[src/rtl/statPkg.sv]
package statPkg;
  localparam int BYTE_W = 8;
  localparam logic [BYTE_W-1:0] OPC_STATUS = 8'h57;
  localparam logic [2:0] DENSITY_CODE = 3'b100;

  typedef enum logic [1:0] {
    ST_IDLE = 2'd0,
    ST_STAT = 2'd1,
    ST_SKIP = 2'd2
  } statState_t;

  typedef struct packed {
    logic loadStat;
    logic outEn;
  } statStrobe_t;
endpackage

[src/rtl/statCtrl.sv]
module statCtrl
  import statPkg::*;
#(
  parameter int W = BYTE_W,
  parameter logic [W-1:0] OPC = OPC_STATUS
) (
  input  logic         clk,
  input  logic         rstN,
  input  logic         csN,
  input  logic [W-1:0] cmdByte,
  output statStrobe_t  strb
);
  statState_t state, stateNext;
  logic opcMatch;

  assign opcMatch = (cmdByte == OPC);

  always_comb begin
    stateNext = state;
    if (csN) begin
      stateNext = ST_IDLE;
    end else if (state == ST_IDLE) begin
      stateNext = opcMatch ? ST_STAT : ST_SKIP;
    end
  end

  always_ff @(posedge clk or negedge rstN) begin
    if (!rstN) state <= ST_IDLE;
    else       state <= stateNext;
  end

  always_comb begin
    strb.loadStat = !csN && ((state == ST_IDLE && opcMatch) || state == ST_STAT);
    strb.outEn    = !csN && (state == ST_STAT);
  end
endmodule

[src/rtl/statDatapath.sv]
module statDatapath
  import statPkg::*;
#(
  parameter int W = BYTE_W,
  parameter logic [2:0] DENS = DENSITY_CODE,
  localparam int LOW_W = W - 1,
  localparam int RSV_W = W - 5
) (
  input  logic         clk,
  input  logic         rstN,
  input  statStrobe_t  strb,
  input  logic         busy,
  input  logic         cmpDone,
  input  logic         cmpMismatch,
  output logic [W-1:0] dataOut,
  output logic         dataOe
);
  logic cmpResult;
  logic [LOW_W-1:0] lowReg;

  always_ff @(posedge clk or negedge rstN) begin
    if (!rstN)        cmpResult <= 1'b0;
    else if (cmpDone) cmpResult <= cmpMismatch;
  end

  always_ff @(posedge clk or negedge rstN) begin
    if (!rstN)              lowReg <= '0;
    else if (strb.loadStat) lowReg <= {cmpResult, DENS, {RSV_W{1'b0}}};
  end

  assign dataOe  = strb.outEn;
  assign dataOut = strb.outEn ? {!busy, lowReg} : '0;
endmodule

[src/rtl/statRepeater.sv]
module statRepeater
  import statPkg::*;
#(
  parameter int W = BYTE_W,
  parameter logic [W-1:0] OPC = OPC_STATUS,
  parameter logic [2:0] DENS = DENSITY_CODE
) (
  input  logic         clk,
  input  logic         rstN,
  input  logic         csN,
  input  logic [W-1:0] cmdByte,
  input  logic         busy,
  input  logic         cmpDone,
  input  logic         cmpMismatch,
  output logic [W-1:0] dataOut,
  output logic         dataOe
);
  statStrobe_t strb;

  statCtrl #(.W(W), .OPC(OPC)) u_ctrl (
    .clk(clk), .rstN(rstN), .csN(csN), .cmdByte(cmdByte), .strb(strb)
  );

  statDatapath #(.W(W), .DENS(DENS)) u_dp (
    .clk(clk), .rstN(rstN), .strb(strb), .busy(busy),
    .cmpDone(cmpDone), .cmpMismatch(cmpMismatch),
    .dataOut(dataOut), .dataOe(dataOe)
  );
endmodule

[config.mk]
export PLATFORM = sky130hd
export DESIGN_NAME = statRepeater
export DESIGN_NICKNAME = d
export VERILOG_FILES = /design/src/rtl/statPkg.sv /design/src/rtl/statCtrl.sv /design/src/rtl/statDatapath.sv /design/src/rtl/statRepeater.sv
export SDC_FILE = /design/constraint.sdc
export NUM_CORES = 1
export LEC_CHECK = 0
export CAP_MARGIN = 5
export CELL_PAD_IN_SITES_DETAIL_PLACEMENT = 1
export CELL_PAD_IN_SITES_GLOBAL_PLACEMENT = 2
export CORE_MARGIN = 10
export CORE_UTILIZATION = 16
export CTS_CLUSTER_SIZE = 20
export DETAILED_ROUTE_END_ITERATION = 6
export PLACE_DENSITY_LB_ADDON = 0.1
export SETUP_SLACK_MARGIN = 0.1
export SYNTH_ARGS = -nofsm -noshare
export SYNTH_HDL_FRONTEND = slang
export SYNTH_SLANG_ARGS = --single-unit
[constraint.sdc]
create_clock -name clk -period 1 [get_ports clk]
set_input_delay 0.25 -clock clk [delete_from_list [all_inputs] [get_ports clk]]
set_output_delay 0.25 -clock clk [all_outputs]
set_load 0.01 [all_outputs]
==> metrics.log <==
[metrics] Overflow after GRT: 0
[metrics] die boundary width: 65.8 microns
[metrics] clock tree sinks: 5
[metrics] number of buffers inserted by port buffering: 17
[metrics] ratio of cells with drive above 1 in the final layout: 0.466
[metrics] maximum clock insertion buffer count: 2
[metrics] MaxCap Viol Count: 0
[metrics] Critical Path RT: 0.75 ns
[metrics] setup slack after layout: -0.382 ns
[metrics] placement-stage cell area: 554 sq um
[metrics] num rows: 16
[metrics] via count normalized by instance count: 3.78
[metrics] number of remaining DRC errors: 0
[metrics] Crit. End Element: output pin
[metrics] cts bufs inserted: 3
[metrics] Std-Cell Core Area: 0.00198 sq mm
[metrics] min Tclk post-route: 1.38 ns
[metrics] clock slew at reported path FFs: 0.04 ns
[metrics] Root Buffer Master: clkbuf_4
[metrics] Mapped Avg Cell Area: 10.8 sq um
[metrics] worst-path maximum fanout: 4
[metrics] violations in the final reports: negative setup slack
[metrics] Worst Setup Start Kind: flop
[metrics] H-Tree Level Count: 1
[metrics] final slew viol count: 0
[metrics] P&R area growth vs syn: 87.3%
[metrics] post-placement setup slack: -0.954 ns
[metrics] first-pass GRT wire length: 1.71 mm
[metrics] post-DR wirelength/cell: 12.8 microns
[metrics] synth unique cells: 19
[metrics] LEAKAGE: 0.308 nW
[metrics] Worst Path Arrival: 1.13 ns
[metrics] final cell count without fillers: 85
[metrics] number of filler cells placed in the layout: 225
[metrics] fraction of the mapped netlist area in simple logic gates: 0.198
[metrics] weighted congestion reported at the end of routability-driven placement: 0.644
[metrics] largest net degree at the start of global routing: 6
[metrics] Syn. warnings: 0
[metrics] post-synth design cell area: 335 sq um
[metrics] adder-cell share of the synthesized area: 0
[metrics] Critical Path Max Stage Delay: 0.40 ns
[metrics] unrepaired setup endpoints after global routing: true
[metrics] final antenna diode count: 0
[metrics] proportion of synthesized area in mux cells: 0.0336
[metrics] Synth Register Bits: 5
[metrics] Routed met2 length: 556 microns
[metrics] worst path cell trace: nor2_4 -> and2_4 -> nor2b_4 -> buf_6
[metrics] initial cell density of the core: 0.169
[metrics] top cell type's share of synthesized area: 0.373
[metrics] Synth Area in XOR/XNOR: 0
[metrics] cell taking the most area after synthesis: dfrtp_1
[metrics] M1 wire length: 423 microns
[metrics] clock latency at the later pin of the worst-skew pair: 0.24 ns
[metrics] final clock period utilization by the worst path: 1.38
[metrics] startpoint of the most critical setup path: u_ctrl.state[1]$_DFFE_PN0P_
[metrics] Hold Path Class: in -> async
[metrics] total via count after detailed routing: 321
[metrics] setup skew after layout: 0.0000620 ns
[metrics] number of nets still failing antenna checks after routing: 0
[metrics] post-synthesis sequential area ratio: 0.373
[metrics] result of the run: complete, but fails checks
[metrics] instance count after placement with tap cells included: 78
[metrics] cts hold-fix bufs: 0
[metrics] detailed-routed wire length on met3: 106 microns
[metrics] Iteration-0 DRC Markers: 3
[metrics] CTS tree: yes
[metrics] die height: 65.8 microns
[metrics] leading post-synthesis cells by cell area: dfrtp_1 (37%), buf_4 (11%), o31ai_4 (6.3%), a21oi_4 (4.9%), and4bb_4 (4.9%)
[metrics] final hold violation count: 0
[metrics] floorplan die area: 0.00433 sq mm
[metrics] P per Cell Area: 880 mW/mm^2
[metrics] WS Path Type: reg -> out
[metrics] number of antenna violations at the first check in global routing: 0
[metrics] Cells after Synth: 31
[metrics] maximum operating frequency: 724 MHz
[metrics] detailed placement HPWL: 900 microns
[metrics] Slowest cell on crit path: dfrtp_1
[metrics] total global routing track utilization: 0.0521
[metrics] startpoint of the worst register-to-register path: u_ctrl.state[1]$_DFFE_PN0P_
[metrics] VDD IR max: 0.460 mV
[metrics] area fraction in compound gates after synthesis: 0.239
[metrics] drt first pass iters: 2
[metrics] final worst hold slack: 0.238 ns
[metrics] Ports: 23
[metrics] FF-to-FF path depth: 4
[metrics] Max Used Layer: met3
[metrics] final setup violating endpoints: 4
[metrics] number of global-route vias before repair: 397
[metrics] Net count, final: 73
[metrics] largest family of logic cells by synthesized area: compound AO/OA/AOI/OAI gates
[metrics] DRT Wirelength: 1.09 mm
[metrics] Final Cell Area: 628 sq um
-- power breakdown --
group	switching, mW	leakage [nW]	internal [mW]
Sequential	0.00566	0.0548	0.210
Combinational	0.0450	0.238	0.0621
Clock	0.0800	0.0150	0.151
-- state kept, by name (all words and copies together) (netlist names) --
register	count
u_ctrl.state	2
u_dp.cmpResult	1
u_dp.lowReg	2
-- cells in the mapped netlist --
cell and n:
and4bb_4 1, a211o_1 1, o211ai_2 1, o21ai_0 1, and3_1 2, nor2b_1 1
dfrtp_1 5, a31oi_1 1, nor2_1 2, conb_1 1, buf_4 5, and2_1 1
a21oi_4 1, o31ai_4 1, and4b_4 1, inv_1 3, o21ba_1 1, nand2_1 1
mux2_2 1
-- layout by cell type (no fill, tap or decap) --
master | synthesis | routed
clkbuf_1 | 0 | 1
inv_2 | 0 | 1
o31ai_4 | 1 | 1
buf_6 | 0 | 4
nor2_4 | 0 | 1
a211o_1 | 1 | 1
nor2b_4 | 0 | 1
and2_4 | 0 | 1
clkdlybuf4s15_1 | 0 | 1
clkdlybuf4s50_1 | 0 | 4
nand2_2 | 0 | 1
mux2_4 | 0 | 1
and3_1 | 2 | 2
buf_2 | 0 | 2
a21oi_4 | 1 | 1
nor2_1 | 2 | 1
o21ba_1 | 1 | 1
and4bb_4 | 1 | 1
buf_4 | 5 | 5
dfrtp_1 | 5 | 5
o211ai_2 | 1 | 1
a31oi_4 | 0 | 1
dlygate4sd2_1 | 0 | 8
o21ai_2 | 0 | 1
inv_1 | 3 | 2
conb_1 | 1 | 5
clkbuf_4 | 0 | 3
and4b_4 | 1 | 1
-- area by class of cell --
type,count,area [sq um],area share
multi-input cells,22,219,0.349
repair buffers,24,213,0.339
flip-flops and latches,5,125,0.199
well taps,27,33.8,0.0538
clock buffers,4,26.3,0.0418
inverters,3,11.3,0.0179
-- critical path: cells and delay by family, from the launching register on --
family / cells / cell delay (ns)
buf+inv: 1 / 0.10
simple gates: 3 / 0.39
flops: 1 / 0.40
-- path summary, 6_finish.rpt --
path | endpoint | slack [ns]
setup / recovery | dataOut[7] | -0.38
hold / removal | u_ctrl.state[1]$_DFFE_PN0P_ | 0.24
setup reg to reg | u_dp.lowReg[6]$_DFFE_PN0P_ | 0
hold reg to reg | u_dp.lowReg[5]$_DFFE_PN0P_ | 0.49
max in group asynchronous | u_dp.lowReg[5]$_DFFE_PN0P_ | 0.57
min in group clk | u_dp.lowReg[5]$_DFFE_PN0P_ | 0.49
-- cells by family after synthesis --
group | after synthesis
flops | 5
mux | 1
simple gates | 9
other cells | 1
buf+inv | 8
compound gates | 7
-- stage by stage --
stage / TNS, ns / utilization / power (mW)
final: -1.28 / 0.317 / 0.553
after global routing: -1.58 / 0.317 / 0.590
after CTS: -1.56 / 0.299 / 0.550
after detailed placement: -5.14 / 0.280 / 0.315
after global placement: -5.02 / 0.280 / 0.313
after floorplan: -0.155 / - / 0.261
-- layer usage --
| layer | GRT usage | up-vias |
|---|---|---|
| li1 | - | 150 |
| met2 | 0.0930 | 16 |
| met4 | 0.0241 | 0 |
| met3 | 0.0322 | 0 |
| met5 | 0 | - |
| met1 | 0.0451 | 155 |
-- timing repair --
action / CTS / global route
buffers inserted: 2 / 2
setup endpoints to repair: 9 / 8
endpoints found under the hold margin: 0 / 0
pin swaps: 10 / 3
resized for setup: 33 / 6
No activity file was read; power rests on OpenSTA's default activity.
